`src/rtl/drw_pkg.sv`:
```
package drw_pkg;
  localparam int WORD_W = 32;
  localparam int REC_WORDS = 3;

  typedef enum logic [2:0] {
    ST_IDLE,
    ST_RD,
    ST_RDW,
    ST_CHECK,
    ST_JOB,
    ST_MOVE,
    ST_WB,
    ST_HALT
  } drw_state_e;

  localparam logic [WORD_W-1:0] ALIGN_MASK = ~32'h3;
endpackage

```
`src/rtl/drw_desc_store.sv`:
```
module drw_desc_store
  import drw_pkg::*;
#(
  parameter int LEN_W   = 16,
  parameter int OVR_W   = 5,
  parameter int MAX_LEN = 1518
) (
  input  logic              clk,
  input  logic              rst_n,
  input  logic              cap_en,
  input  logic [1:0]        cap_idx,
  input  logic [WORD_W-1:0] cap_word,
  output logic [WORD_W-1:0] buf_addr,
  output logic [LEN_W-1:0]  len,
  output logic [OVR_W-1:0]  ovr,
  output logic              owned,
  output logic              too_long,
  output logic [WORD_W-1:0] link
);
  localparam int CTL_W = 1 + OVR_W + LEN_W;
  localparam logic [LEN_W-1:0] MAX_L = LEN_W'(MAX_LEN);

  logic [WORD_W-1:0] buf_q, link_q;
  logic [CTL_W-1:0]  ctl_q;

  // word 0: buffer address, word 1: flag/override/length, word 2: link
  always_ff @(posedge clk) begin
    if (!rst_n) begin
      buf_q  <= '0;
      ctl_q  <= '0;
      link_q <= '0;
    end else if (cap_en) begin
      case (cap_idx)
        2'd0:    buf_q  <= cap_word;
        2'd1:    ctl_q  <= {cap_word[WORD_W-1], cap_word[OVR_W+LEN_W-1:0]};
        default: link_q <= cap_word;
      endcase
    end
  end

  assign buf_addr = buf_q & ALIGN_MASK;
  assign link     = link_q & ALIGN_MASK;
  assign owned    = ctl_q[CTL_W-1];
  assign ovr      = ctl_q[OVR_W+LEN_W-1:LEN_W];
  assign len      = ctl_q[LEN_W-1:0];
  assign too_long = len > MAX_L;

  assert_aligned_R4: assert property (@(posedge clk) disable iff (!rst_n)
    buf_addr[1:0] == 2'b00 && link[1:0] == 2'b00);
endmodule

```
`src/rtl/drw_ctrl.sv`:
```
module drw_ctrl
  import drw_pkg::*;
#(
  parameter int LEN_W = 16
) (
  input  logic              clk,
  input  logic              rst_n,
  input  logic              ptr_wr,
  input  logic [WORD_W-1:0] ptr_addr,
  input  logic              kick,
  input  logic              mem_ready,
  input  logic              mem_rvalid,
  input  logic              owned,
  input  logic              too_long,
  input  logic [WORD_W-1:0] link,
  input  logic              job_ready,
  input  logic              mover_done,
  input  logic [LEN_W-1:0]  mover_len,
  output drw_state_e        st,
  output logic [WORD_W-1:0] cur,
  output logic [1:0]        idx,
  output logic              skip,
  output logic [LEN_W-1:0]  rlen,
  output logic              irq,
  output logic              err
);
  localparam logic [1:0] LAST_IDX = 2'(REC_WORDS - 1);

  always_ff @(posedge clk) begin
    if (!rst_n) begin
      st   <= ST_IDLE;
      cur  <= '0;
      idx  <= '0;
      skip <= 1'b0;
      rlen <= '0;
      irq  <= 1'b0;
      err  <= 1'b0;
    end else begin
      irq <= 1'b0;
      err <= 1'b0;
      case (st)
        ST_IDLE: if (ptr_wr) begin
          cur <= ptr_addr & ALIGN_MASK;
          idx <= '0;
          st  <= ST_RD;
        end
        ST_HALT: begin
          if (ptr_wr) begin
            cur <= ptr_addr & ALIGN_MASK;
            idx <= '0;
            st  <= ST_RD;
          end else if (kick) begin
            idx <= '0;
            st  <= ST_RD;
          end
        end
        ST_RD: if (mem_ready) st <= ST_RDW;
        ST_RDW: if (mem_rvalid) begin
          if (idx == LAST_IDX) st <= ST_CHECK;
          else begin
            idx <= idx + 2'd1;
            st  <= ST_RD;
          end
        end
        ST_CHECK: begin
          if (!owned) st <= ST_HALT;
          else if (too_long) begin
            skip <= 1'b1;
            st   <= ST_WB;
          end else begin
            skip <= 1'b0;
            st   <= ST_JOB;
          end
        end
        ST_JOB: if (job_ready) st <= ST_MOVE;
        ST_MOVE: if (mover_done) begin
          rlen <= mover_len;
          st   <= ST_WB;
        end
        ST_WB: if (mem_ready) begin
          irq <= !skip;
          err <= skip;
          cur <= link;
          idx <= '0;
          st  <= ST_RD;
        end
        default: st <= ST_IDLE;
      endcase
    end
  end

  assert_irq_pulse_R7: assert property (@(posedge clk) disable iff (!rst_n)
    irq |=> !irq);
  assert_irq_err_excl_R5: assert property (@(posedge clk) disable iff (!rst_n)
    !(irq && err));
  assert_halt_no_job_R3: assert property (@(posedge clk) disable iff (!rst_n)
    (st == ST_CHECK && !owned) |=> st == ST_HALT);
  assert_busy_keeps_ptr_R9: assert property (@(posedge clk) disable iff (!rst_n)
    (st == ST_JOB || st == ST_MOVE) |=> $stable(cur));
endmodule

```
`src/rtl/drw_bus_drive.sv`:
```
module drw_bus_drive
  import drw_pkg::*;
#(
  parameter int LEN_W = 16,
  parameter int OVR_W = 5
) (
  input  logic              clk,
  input  logic              rst_n,
  input  drw_state_e        st,
  input  logic [WORD_W-1:0] cur,
  input  logic [1:0]        idx,
  input  logic [OVR_W-1:0]  wb_ovr,
  input  logic [LEN_W-1:0]  wb_len,
  input  logic              mem_ready,
  output logic              mem_req,
  output logic              mem_we,
  output logic [WORD_W-1:0] mem_addr,
  output logic [WORD_W-1:0] mem_wdata
);
  localparam int RSV_W = WORD_W - 1 - OVR_W - LEN_W;

  always_comb begin
    mem_req   = (st == ST_RD) || (st == ST_WB);
    mem_we    = (st == ST_WB);
    mem_addr  = mem_we ? cur + 32'd4 : cur + {28'd0, idx, 2'b00};
    mem_wdata = mem_we ? {1'b0, {RSV_W{1'b0}}, wb_ovr, wb_len} : '0;
  end

  assert_req_hold_R10: assert property (@(posedge clk) disable iff (!rst_n)
    (mem_req && !mem_ready) |=> mem_req && $stable(mem_addr) &&
                                 $stable(mem_we) && $stable(mem_wdata));
  assert_wb_flag_clear_R6: assert property (@(posedge clk) disable iff (!rst_n)
    (mem_req && mem_we) |-> mem_wdata[WORD_W-1] == 1'b0);
endmodule

```
`src/rtl/desc_ring_walker.sv`:
```
module desc_ring_walker
  import drw_pkg::*;
#(
  parameter int LEN_W   = 16,
  parameter int OVR_W   = 5,
  parameter int MAX_LEN = 1518,
  parameter bit RX_MODE = 1'b1
) (
  input  logic              clk,
  input  logic              rst_n,
  input  logic              ptr_wr,
  input  logic [31:0]       ptr_addr,
  input  logic              kick,
  output logic              mem_req,
  output logic              mem_we,
  output logic [31:0]       mem_addr,
  output logic [31:0]       mem_wdata,
  input  logic              mem_ready,
  input  logic              mem_rvalid,
  input  logic [31:0]       mem_rdata,
  output logic              job_valid,
  input  logic              job_ready,
  output logic [31:0]       job_addr,
  output logic [LEN_W-1:0]  job_len,
  output logic [OVR_W-1:0]  job_ovr,
  input  logic              mover_done,
  input  logic [LEN_W-1:0]  mover_len,
  output logic              irq,
  output logic              err
);
  localparam logic [LEN_W-1:0] MAX_L = LEN_W'(MAX_LEN);

  drw_state_e        st;
  logic [WORD_W-1:0] cur, link, buf_addr;
  logic [1:0]        idx;
  logic              skip, owned, too_long;
  logic [LEN_W-1:0]  rlen, d_len, wb_len;
  logic [OVR_W-1:0]  d_ovr;

  drw_desc_store #(.LEN_W(LEN_W), .OVR_W(OVR_W), .MAX_LEN(MAX_LEN)) store_i (
    .clk(clk), .rst_n(rst_n),
    .cap_en(st == ST_RDW && mem_rvalid), .cap_idx(idx), .cap_word(mem_rdata),
    .buf_addr(buf_addr), .len(d_len), .ovr(d_ovr), .owned(owned),
    .too_long(too_long), .link(link)
  );

  drw_ctrl #(.LEN_W(LEN_W)) ctrl_i (
    .clk(clk), .rst_n(rst_n), .ptr_wr(ptr_wr), .ptr_addr(ptr_addr),
    .kick(kick), .mem_ready(mem_ready), .mem_rvalid(mem_rvalid),
    .owned(owned), .too_long(too_long), .link(link),
    .job_ready(job_ready), .mover_done(mover_done), .mover_len(mover_len),
    .st(st), .cur(cur), .idx(idx), .skip(skip), .rlen(rlen),
    .irq(irq), .err(err)
  );

  generate
    if (RX_MODE) begin : g_rx_len
      assign wb_len = skip ? d_len : rlen;
    end else begin : g_tx_len
      assign wb_len = d_len;
    end
  endgenerate

  drw_bus_drive #(.LEN_W(LEN_W), .OVR_W(OVR_W)) bus_i (
    .clk(clk), .rst_n(rst_n), .st(st), .cur(cur), .idx(idx),
    .wb_ovr(d_ovr), .wb_len(wb_len), .mem_ready(mem_ready),
    .mem_req(mem_req), .mem_we(mem_we), .mem_addr(mem_addr),
    .mem_wdata(mem_wdata)
  );

  assign job_valid = (st == ST_JOB);
  assign job_addr  = buf_addr;
  assign job_len   = d_len;
  assign job_ovr   = d_ovr;

  assert_no_jumbo_R5: assert property (@(posedge clk) disable iff (!rst_n)
    job_valid |-> job_len <= MAX_L);
  assert_job_hold_R4: assert property (@(posedge clk) disable iff (!rst_n)
    (job_valid && !job_ready) |=> job_valid && $stable(job_addr) &&
                                  $stable(job_len) && $stable(job_ovr));
endmodule

```
`config.mk`:
```
export PLATFORM = sky130hd
export DESIGN_NAME = desc_ring_walker
export DESIGN_NICKNAME = d
export VERILOG_FILES = /design/src/rtl/drw_pkg.sv /design/src/rtl/drw_desc_store.sv /design/src/rtl/drw_ctrl.sv /design/src/rtl/drw_bus_drive.sv /design/src/rtl/desc_ring_walker.sv
export SDC_FILE = /design/constraint.sdc
export NUM_CORES = 1
export LEC_CHECK = 0
export BUFFER_PORTS_ARGS = -buffer_cell sky130_fd_sc_hd__buf_2
export CAP_MARGIN = 20
export CORE_MARGIN = 2
export CORE_UTILIZATION = 45
export CTS_CLUSTER_SIZE = 40
export DETAILED_ROUTE_END_ITERATION = 6
export GPL_TIMING_DRIVEN = 0
export MAX_ROUTING_LAYER = met4
export PLACE_DENSITY = 0.75
export RECOVER_POWER = 50
export SETUP_SLACK_MARGIN = 0.3
export SLEW_MARGIN = 0
export SYNTH_ARGS = -nofsm -noshare
export SYNTH_HDL_FRONTEND = slang
export SYNTH_SLANG_ARGS = --single-unit
```
`constraint.sdc`:
```
create_clock -name clk -period 3.4 [get_ports clk]
set_clock_uncertainty 0.15 [all_clocks]
set_input_delay 0.17 -clock clk [delete_from_list [all_inputs] [get_ports clk]]
set_output_delay 0.17 -clock clk [all_outputs]
set_load 0.02 [all_outputs]
```
==> results.py, run 1 <==
metrics = {
    "synth": {
        "synth_cells": 815,
        "async_flop_share": 0,
        "syn_area_mm2": 0.00625,
        "ys_seq_area_frac": 0.436,
        "yosys_warnings": 0,
        "synth-seq-cells": 136,
        "synthFlopType": "dfxtp_1",
        "postSynthAreaPerCell_um2": 7.67,
        "synth_cell_types": 46,
        "synth-edff-count": 0,
    },
    "setup_path": {
        "crit_required_ns": 3.08,
        "cp_max_fo": 3,
        "critPathMaxStageDelay_ns": 0.34,
        "crit_buf_inv": 4,
        "cp-start-kind": "flip-flop",
        "crit_type": "reg -> out",
        "cpMaxStageDelayCell": "dfxtp_4",
        "crit_chain": "nor2b_4, nand2_4, clkbuf_16, clkbuf_16, nand2_4, ha_4, inv_2, fa_2, and3b_2, nor4b_4, and4_4, nand2_2, xnor2_2, buf_4",
        "arrival_ns": 3.05,
        "path_delay_family": "simple AND/OR/NAND/NOR gates",
        "endpoint_kind": "output port",
    },
    "placed_design": {
        "dp_cells": 1201,
        "dp_hpwl_um": 13500,
        "place_congestion": 0.858,
        "port_buffers": 192,
        "pre_cts_slack_ns": -0.232,
    },
    "global_routing": {
        "grt_max_degree": 17,
        "grt_util_all_layers": 0.283,
        "antenna_found_initial": 0,
        "grt_overflow": 0,
        "grt_pass1_vias": 6624,
        "grt_pass1_wl_um": 31900,
    },
    "finish": {
        "nets": 1231,
        "antenna_cells": 0,
        "layout-drive-gt1-share": 0.226,
        "most-common-layout-cells": "nand2_1, buf_2, dfxtp_1, a21oi_1, clkbuf_1",
        "finish.cell_count_without_fillers": 1330,
        "syn2layout_area_growth_pct": 48.1,
        "post-route-util": 0.674,
        "final_common_cell": "nand2_1",
    },
    "die": {
        "die-width_um": 122,
        "io_pins": 210,
        "fp.coreArea_mm2": 0.0137,
        "die_area_mm2": 0.0148,
        "chipHeight_um": 122,
        "rows": 43,
        "start_util": 0.455,
    },
    "clocking": {
        "numCtsBuffers": 17,
        "clkTransAtPathRegs_ns": 0.05,
        "root_buffer": "clkbuf_16",
        "cts_num_sinks": 136,
        "cts_buffer_depth": 2,
        "cts_tree": "built",
        "cts-htree-levels": 4,
        "clkLatencyLatePin_ns": 0.43,
    },
    "sta": {
        "setup_violations": 0,
        "period_needed_ns": 3.37,
        "worst_slew_pin_slew_ns": 0.803,
        "fin_ws_ns": 0.0314,
        "setup_tns_ns": 0,
        "slew_violations": 0,
        "fmax_ghz": 0.297,
        "finalHoldViolations": 0,
        "rsz0062_at_grt": "true",
        "slew_headroom": 0.464,
        "fin_crit_sh": 0.991,
    },
    "route": {
        "via_per_inst": 5.18,
        "wl_per_cell_um": 15.3,
        "drt_iter0_markers": 454,
        "antenna_left": 0,
        "route.detailed.drc": 0,
        "wirelength_um": 20400,
        "drt_pass1_iterations": 5,
        "vias": 6890,
    },
    "run": {
        "maxCapViolCount": 0,
    },
    "outcome": {
        "run_status": "completed",
    },
    "power": {
        "ir_drop_uv": 360,
        "power-per-cell-area_mw_per_mm2": 575,
        "power.leakage_nw": 3.79,
    },
    "min_path": {
        "hp-class": "in -> reg",
    },
}
[report_power, final]
group / internal (mW) / leakage, nW / total [mW] / switching, mW
Sequential: 1.76 / 1.10 / 1.94 / 0.179
Combinational: 0.547 / 2.37 / 1.32 / 0.776
Clock: 1.36 / 0.318 / 2.06 / 0.708
Total: 3.66 / 3.79 / 5.32 / 1.66
[registers in the layout (all words and copies together) (netlist names), 2 cells and up]
register and count:
ctrl_i.st 3, store_i.ctl_q 22, ctrl_i.rlen 16, ctrl_i.idx 2
store_i.buf_q 30, ctrl_i.cur 30, store_i.link_q 30
[through the flow]
step	instance area (um2)	hold WS, ns	power (mW)
after floorplan	6350	0.151	2.73
after global placement	7530	0.263	3.09
after detailed placement	7530	0.265	3.10
after CTS	9240	0.0631	5.28
after global routing	9250	0.121	5.55
final	9250	0.0774	5.32
[cell type report]
class	instances	area, um2
fillers	1185	4470
well taps	180	225
clock inverters	12	196
clock buffers	20	467
repair buffers	289	1860
flip-flops and latches	136	2730
inverters	13	48.8
multi-input cells	611	3330
plain buffers	69	389
[worst reg2reg max path, stage by stage (launching register included)]
cell      delay (ns)
dfxtp_4         0.36
clkbuf_1        0.26
clkbuf_1        0.43
mux2i_1         0.16
o22ai_2         0.29
buf_2           0.30
nor2_1          0.10
a311oi_1        0.31
[per-layer routing]
| layer | GRT usage | wire length, um | up-vias |
|---|---|---|---|
| met5 | - | 0 | - |
| met2 | 0.469 | 9880 | 312 |
| met3 | 0.0613 | 1340 | 56 |
| met4 | 0.113 | 557 | 0 |
| met1 | 0.335 | 8620 | 3166 |
| li1 | - | - | 3356 |
[Yosys cell counts (all sizes together), types with 4 or more instances]
library cell  number  area [um2]
nand3             16        95.1
inv               13        48.8
mux2i             18         180
nor3               5        25.0
nand4              5        46.3
buf               38         226
and4               6        56.3
dfxtp            136        2720
o21ai              5        25.0
nand2b             4        25.0
xnor2             23         201
ha                 5        62.6
nand2            273        1020
nor2              51         191
xor2               5        43.8
a21oi            110         551
clkbuf            31         116
a311oi            31         272
and3              13        81.3
[final timing paths]
kind,endpoint,start,cells past startpoint,slack [ns]
worst max register to register,ctrl_i.cur[27],ctrl_i.st[0],7,0.94
worst min register to register,store_i.buf_q[17],store_i.buf_q[17],2,0.30
worst max-delay path,mem_addr[28],ctrl_i.st[1],14,0.03
worst min-delay path,ctrl_i.st[2],kick,5,0.08
[what timing repair did]
item / in CTS / in global routing
pin swaps: 9 / 9
setup buffers: 13 / 3
hold buffers: 81 / 0
gates resized for setup: 35 / 16
setup endpoints to repair: 27 / 24
endpoints found under the hold margin: 132 / 0
[cell families after synthesis]
| logic type | after synthesis | share of synthesized area |
|---|---|---|
| other | 1 | 0.000600 |
| AO/OA/AOI/OAI | 155 | 0.147 |
| buffers and inverters | 82 | 0.0627 |
| adder cells (fa/ha/maj) | 6 | 0.0132 |
| multiplexers | 19 | 0.0306 |
| AND/OR/NAND/NOR | 388 | 0.271 |
| XOR/XNOR | 28 | 0.0393 |
| flip-flops | 136 | 0.436 |
Power figures use the tool's default switching activity.
==> run 2: changes to the inputs <==
- CORE_UTILIZATION: 45 -> 30
- PLACE_DENSITY: 0.75 -> not set
==> results.py, run 2 (synthesis results as in run 1) <==
metrics = {
    "outcome": {
        "run_status": "completed",
    },
    "finish": {
        "stdcell_area_mm2": 0.00952,
        "top_regs": "ctrl_i.cur: 30 flops, store_i.buf_q: 30 flops, store_i.link_q: 30 flops",
        "layout.area.seq_mm2": 0.00273,
        "syn2layout_area_growth_pct": 52.4,
        "final_common_cell": "nand2_1",
        "most-common-layout-cells": "nand2_1, buf_2, dfxtp_1, a21oi_1, clkbuf_1",
        "fillers": 2045,
        "nets": 1236,
        "layout-drive-gt1-share": 0.242,
        "multi_input_area_mm2": 0.00346,
    },
    "global_routing": {
        "grt_pass1_vias": 6130,
        "grt_pass1_wl_um": 32500,
        "grt_max_degree": 17,
        "grt_overflow": 0,
        "antenna_found_initial": 1,
        "grt_util_all_layers": 0.193,
    },
    "route": {
        "wirelength_um": 20900,
        "via_per_inst": 4.59,
        "drt_iter0_markers": 279,
        "route.detailed.drc": 0,
        "antenna_left": 0,
        "vias": 6544,
        "drt_pass1_iterations": 5,
        "wl_per_cell_um": 14.7,
    },
    "power": {
        "power.leakage_nw": 3.86,
        "p_seq_frac": 0.371,
        "p_sw_frac": 0.329,
        "pwr-share-clk": 0.373,
        "ir_drop_uv": 339,
        "combPwrFrac": 0.257,
        "power-per-cell-area_mw_per_mm2": 552,
        "intPower_mw": 3.52,
        "p_sw_mw": 1.73,
        "total_power_mw": 5.25,
    },
    "clocking": {
        "clkLatencyLatePin_ns": 0.43,
        "numCtsBuffers": 17,
        "cts_num_sinks": 136,
        "cts-htree-levels": 4,
        "cts_tree": "built",
        "cts_buffer_depth": 2,
        "clkTransAtPathRegs_ns": 0.06,
        "root_buffer": "clkbuf_16",
    },
    "die": {
        "chipHeight_um": 148,
        "start_util": 0.307,
        "io_pins": 210,
        "die-width_um": 148,
        "rows": 52,
        "die_area_mm2": 0.0220,
        "fp.coreArea_mm2": 0.0204,
    },
    "sta": {
        "worst_slew_pin_slew_ns": 0.856,
        "slew_violations": 0,
        "holdWs_ns": 0.0803,
        "slew_headroom": 0.428,
        "setup_violations": 0,
        "rsz0062_at_grt": "true",
        "period_needed_ns": 3.39,
        "fin_crit_sh": 0.997,
        "finalHoldViolations": 0,
        "fmax_ghz": 0.295,
    },
    "setup_path": {
        "arrival_ns": 3.07,
        "cp-start-kind": "flip-flop",
        "crit_required_ns": 3.08,
        "crit_type": "reg -> out",
        "endpoint_kind": "output port",
        "cp_max_fo": 3,
    },
    "placed_design": {
        "placed_area_mm2": 0.00764,
        "port_buffers": 192,
        "place_congestion": 0.837,
        "dp_hpwl_um": 15200,
    },
    "min_path": {
        "hp-class": "in -> reg",
    },
    "run": {
        "maxCapViolCount": 0,
    },
}
[run 2: cell types whose count changed in the layout (fill, tap and decap cells not counted), moves of 3 or more]
cell / before / now
buf_2: 143 / 139
buf_4: 42 / 50
clkinv_2: 3 / 0
inv_6: 0 / 4
nand2_1: 267 / 264
nand2_4: 4 / 7
nand3_4: 1 / 5
xnor2_1: 17 / 13
xnor2_2: 6 / 10
[run 2: worst paths after layout]
kind,start,endpoint,slack [ns],cells past startpoint
worst max-delay path,ctrl_i.st[1],mem_addr[26],0.01,14
worst min-delay path,kick,ctrl_i.st[2],0.08,5
worst max register to register,ctrl_i.st[0],store_i.link_q[9],0.97,7
worst min register to register,store_i.buf_q[15],store_i.buf_q[15],0.30,2
[run 2: cell type report]
type | instances | share of cell area
Tap cell | 270 | 0.0355
Multi-Input combinational cell | 611 | 0.363
Sequential cell | 136 | 0.287
Clock inverter | 14 | 0.0196
Antenna cell | 1 | 0.000263
Timing Repair Buffer | 294 | 0.202
Buffer | 69 | 0.0410
Inverter | 13 | 0.00513
Clock buffer | 18 | 0.0461
[run 2: critical path, cell delays in order (launching register included)]
cell       delay, ns
dfxtp_4         0.34
nor2b_4         0.16
nand2_4         0.08
clkbuf_16       0.15
clkbuf_16       0.14
nand2_4         0.07
ha_4            0.13
inv_2           0.03
fa_2            0.33
and3b_2         0.24
nor4b_4         0.27
and4_4          0.33
nand2_2         0.08
xnor2_2         0.13
buf_4           0.16
[run 2: what timing repair did]
item                       in CTS  in global routing
hold endpoints to repair      132                  0
setup endpoints to repair      27                 23
hold buffers                   81                  0
pin swaps                      12                 18
buffers inserted               19                  2
gates resized for setup        50                 32
[run 2: power by group through the flow]
stage | logic [mW] | registers, mW | clock network [mW]
after floorplan | 0.781 | 1.95 | 0
after global placement | 1.16 | 1.96 | 0
after detailed placement | 1.17 | 1.96 | 0
after CTS | 1.33 | 1.93 | 1.99
after global routing | 1.47 | 1.98 | 2.07
final | 1.35 | 1.95 | 1.96
[run 2: per-stage QoR]
step | setup TNS [ns] | setup WS (ns) | std cells | utilization
6_report | 0 | 0.0104 | 1426 | 0.467
4_1_cts | -0.256 | -0.0869 | 1423 | 0.463
2_1_floorplan | 0 | 0.313 | 829 | -
3_5_place_dp | -0.995 | -0.308 | 1291 | 0.375
5_1_grt | -0.676 | -0.129 | 1426 | 0.467
3_3_place_gp | -1.07 | -0.313 | 1291 | 0.375
[run 2: layer usage]
metal / GRT usage / vias up / wire, um
li1: - / 3362 / -
met1: 0.254 / 2967 / 9720
met2: 0.309 / 195 / 9980
met3: 0.0331 / 20 / 969
met4: 0.0510 / 0 / 256
met5: - / - / 0
